==> config.mk <==
export PLATFORM = sky130hd
export DESIGN_NAME = usec_tick_gen
export DESIGN_NICKNAME = d
export VERILOG_FILES = /design/src/rtl/usec_tick_gen.sv
export SDC_FILE = /design/constraint.sdc
export NUM_CORES = 1
export LEC_CHECK = 0
export BUFFER_PORTS_ARGS = -buffer_cell sky130_fd_sc_hd__clkbuf_2
export CORE_MARGIN = 2
export CORE_UTILIZATION = 50
export CTS_CLUSTER_SIZE = 14
export DETAILED_ROUTE_END_ITERATION = 8
export PLACE_DENSITY = 0.72
export SYNTH_ARGS = -nofsm -noshare
export SYNTH_HDL_FRONTEND = slang
export SYNTH_SLANG_ARGS = --single-unit
==> constraint.sdc <==
create_clock -name clk -period 5.2 [get_ports clk]
set_clock_uncertainty 0.05 [all_clocks]
set_input_delay 0.26 -clock clk [delete_from_list [all_inputs] [get_ports clk]]
set_output_delay 0.26 -clock clk [all_outputs]
set_load 0.005 [all_outputs]
==> src/rtl/usec_tick_gen.sv <==
module usec_tick_gen #(
  parameter int CNT_W      = 6,
  parameter int AUTO_HI_TC = 39,
  parameter int AUTO_LO_TC = 19,
  parameter int SLOW_HALF  = 16
) (
  input  logic             clk,
  input  logic             rst,
  input  logic [CNT_W-1:0] div_sel,
  input  logic             strap_40m,
  output logic             tick_o,
  output logic             slow_o
);

  localparam logic [CNT_W-1:0] TC_HI = CNT_W'(AUTO_HI_TC);
  localparam logic [CNT_W-1:0] TC_LO = CNT_W'(AUTO_LO_TC);

  logic             strap_q;
  logic [CNT_W-1:0] cnt;
  logic [CNT_W-1:0] term;
  logic             wrap;

  assign term = (div_sel == '0) ? (strap_q ? TC_HI : TC_LO) : div_sel;
  assign wrap = (cnt >= term);

  always_ff @(posedge clk) begin
    if (rst) begin
      strap_q <= strap_40m;
      cnt     <= '0;
      tick_o  <= 1'b0;
    end else begin
      cnt     <= wrap ? '0 : cnt + CNT_W'(1);
      tick_o  <= wrap;
    end
  end

  generate
    if (SLOW_HALF > 0) begin : g_slow
      localparam int SW = (SLOW_HALF > 1) ? $clog2(SLOW_HALF) : 1;
      localparam logic [SW-1:0] SLAST = SW'(SLOW_HALF - 1);
      logic [SW-1:0] scnt;
      always_ff @(posedge clk) begin
        if (rst) begin
          scnt   <= '0;
          slow_o <= 1'b0;
        end else if (wrap) begin
          if (scnt == SLAST) begin
            scnt   <= '0;
            slow_o <= ~slow_o;
          end else begin
            scnt   <= scnt + SW'(1);
          end
        end
      end
    end else begin : g_noslow
      assign slow_o = 1'b0;
    end
  endgenerate

  assert_single_pulse_R6: assert property (@(posedge clk) disable iff (rst)
    tick_o |=> !tick_o);

  assert_tick_at_zero_R2: assert property (@(posedge clk) disable iff (rst)
    tick_o |-> (cnt == '0));

  assert_no_overrun_R7: assert property (@(posedge clk) disable iff (rst)
    (cnt > term) |=> (cnt == '0));

  assert_strap_held_R5: assert property (@(posedge clk) disable iff (rst)
    !rst |=> $stable(strap_q));

  assert_slow_with_tick_R8: assert property (@(posedge clk) disable iff (rst)
    !$stable(slow_o) |-> tick_o);

endmodule

==> metrics.txt <==
VDD IR max 136 µV; flip-flop and latch count after synthesis 13; sequential fraction of the synthesis area 39.4%; DIE HEIGHT 41.0 µm; # IOs 11; # nets final 108; depth of the CTS H-tree 1; commonest non-fill, non-tap cell in the layout dfxtp_1; arrival time worst endpoint ~2.5 ns; wire length per cell 11.3 µm; vias per cell 5.20; fraction of layout cells with a size suffix above 1 21.1%; # resized after CTS 0; Clock transition at path regs about 0.080 ns; Hold Startpoint strap_40m; Routed WL around 1200 µm; DR vias 546; FF+latch area 270 µm²; Worst-Margin Slew approximately 0.33 ns; Antenna diodes 0; fill count 119; RR Startpoint strap_q; Hold Path Sink strap_q; Final HPWL DP 927 µm; Synth Cell Area 686 µm²; largest net degree at the start of global routing 10; met3 WL 53 µm; RR Endpoint slow_o; first-pass GRT wire length 1940 µm; 1st-iter DRT viols 7; CTS tree built; Max Cap Viol 0; DRC viols 0; ys async rst share 0%; GRT Total Usage a little under a fifth; fin crit share 45.4%; number of flops mapped to enable cells by yosys 1; synth warn 0; Final ANT Viol Nets 0; root buffer cell clkbuf_4; cells after synthesis 76; R2R setup slack 3.31 ns; worst slack, placed 2.57 ns; clock sink total 13; maximum fanout along the worst path 9; Initial Utilization 53.4%; top sig layer met4; fmax about 0.42 GHz; Crit. End Element register; Layout area overhead 13.9%; RSZ-0062 raised after global routing false; Worst Hold Depth 1; clk buf depth 2; area of the multi-input gates 397 µm²; hold_buf cts 0; setup_tns 0 ns; Yosys cell types 22; Core ar. 0.00128 mm²; cells on worst reg2reg path 7; clock latency on the worst-skew pair 0.26 ns; final setup margin 2.84 ns; # port buffers 10; DR WL met2 ~460 µm; Die ar. 0.00168 mm²; Net Count, Synth 93; GP Congestion 0.750; initial antenna violation count 0; most frequent cells in the layout 12 x dfxtp_1, 10 x a21oi_1, 10 x nor2_1, 10 x clkbuf_2, 8 x ha_1; Die X 41.0 µm; grt ovf 0; slew margin rel. 78.2%; Final min period 2.36 ns; critical path class input pin to register; Setup Fix Bufs, Post-CTS 0; TritonRoute pass-1 iters 4; hold slack 0.118 ns; CTS Buf Count 3; status completed; final slew viol count 0; worst hold path class input pin to register; syn avg cell area 9.02 µm²; Core Rows 13; Req. time, crit path between 5 and 6 ns; Static Leakage 0.000333 µW; setup violators final 0; final number of hold-violating endpoints 0; PwrDens 246 mW/mm²; met1 WL approximately 650 µm; vias in the first global route 504; leading register cell type out of synthesis dfxtp_1; CP Launch Type input pin
-- worst max-delay path by stage --
stage / endpoint / start / slack, ns
finish: slow_o / div_sel[2] / 2.84
floorplan: slow_o / div_sel[2] / 2.81
detailed placement: slow_o / div_sel[2] / 2.57
global placement: slow_o / div_sel[2] / 2.64
global route: slow_o / div_sel[2] / 2.70
CTS: slow_o / div_sel[2] / 2.85
-- metrics by stage --
| step | power [µW] | instance area (µm²) | instances | utilization (%) |
|---|---|---|---|---|
| after floorplan | 127 | 686 | 76 | - |
| after global placement | 134 | 754 | 101 | 58.7 |
| after detailed placement | 135 | 754 | 101 | 58.7 |
| after CTS | 195 | 781 | 105 | 60.8 |
| after global routing | 206 | 781 | 105 | 60.8 |
| final | 192 | 781 | 105 | 60.8 |
-- layout make-up --
| class | instances | share of cell area [%] |
|---|---|---|
| Sequential cell | 13 | 34.6 |
| Inverter | 5 | 2.40 |
| Timing Repair Buffer | 10 | 6.41 |
| Multi-Input combinational cell | 58 | 50.8 |
| Tap cell | 15 | 2.40 |
| Clock buffer | 4 | 3.37 |
-- flip-flops by register name, summed over array words and instances (netlist names) --
| register | flops |
|---|---|
| cnt | 6 |
| g_slow.scnt | 4 |
| slow_o | 1 |
| strap_q | 1 |
| tick_o | 1 |
-- power by group --
part	internal, µW	leakage (µW)	switching, µW
clock network	29.6	0.0000150	30.3
logic	11.2	0.000211	13.0
registers	105	0.000107	3.47
-- synth_stat cells (2+ instances only) --
library cell  instances  area, µm²
a21oi_1              10       50.1
dfxtp_1              12        240
ha_1                  8        100
inv_1                 5       18.8
nand2_1               6       22.5
nand2b_1              2       12.5
nand3_1               4       20.0
nor2_1               10       37.5
o21ai_0               3       15.0
or3_1                 2       12.5
xnor2_1               2       17.5
xor2_1                2       17.5
-- worst max-delay path: stages --
cell	delay [ns]
clkbuf_2	0.09
or4_1	0.53
nor3_2	0.24
a21oi_1	0.14
ha_1	0.34
nand4_2	0.12
o221a_4	0.31
or3_1	0.35
a21oi_1	0.14
-- routing by layer --
metal	GRT usage [%]	vias to the layer above
met5	0	-
met4	7.50	0
met3	4.89	2
met2	28.1	12
met1	23.3	238
li1	-	294
-- logic make-up after synthesis --
group | after synthesis | share of synthesized area [%]
AND/OR/NAND/NOR | 29 | 21.7
AO/OA/AOI/OAI | 17 | 16.4
flip-flops | 13 | 39.4
adder cells (fa/ha/maj) | 8 | 14.6
buffers and inverters | 5 | 2.74
XOR/XNOR | 4 | 5.11
(Power assumes the default switching activity.)
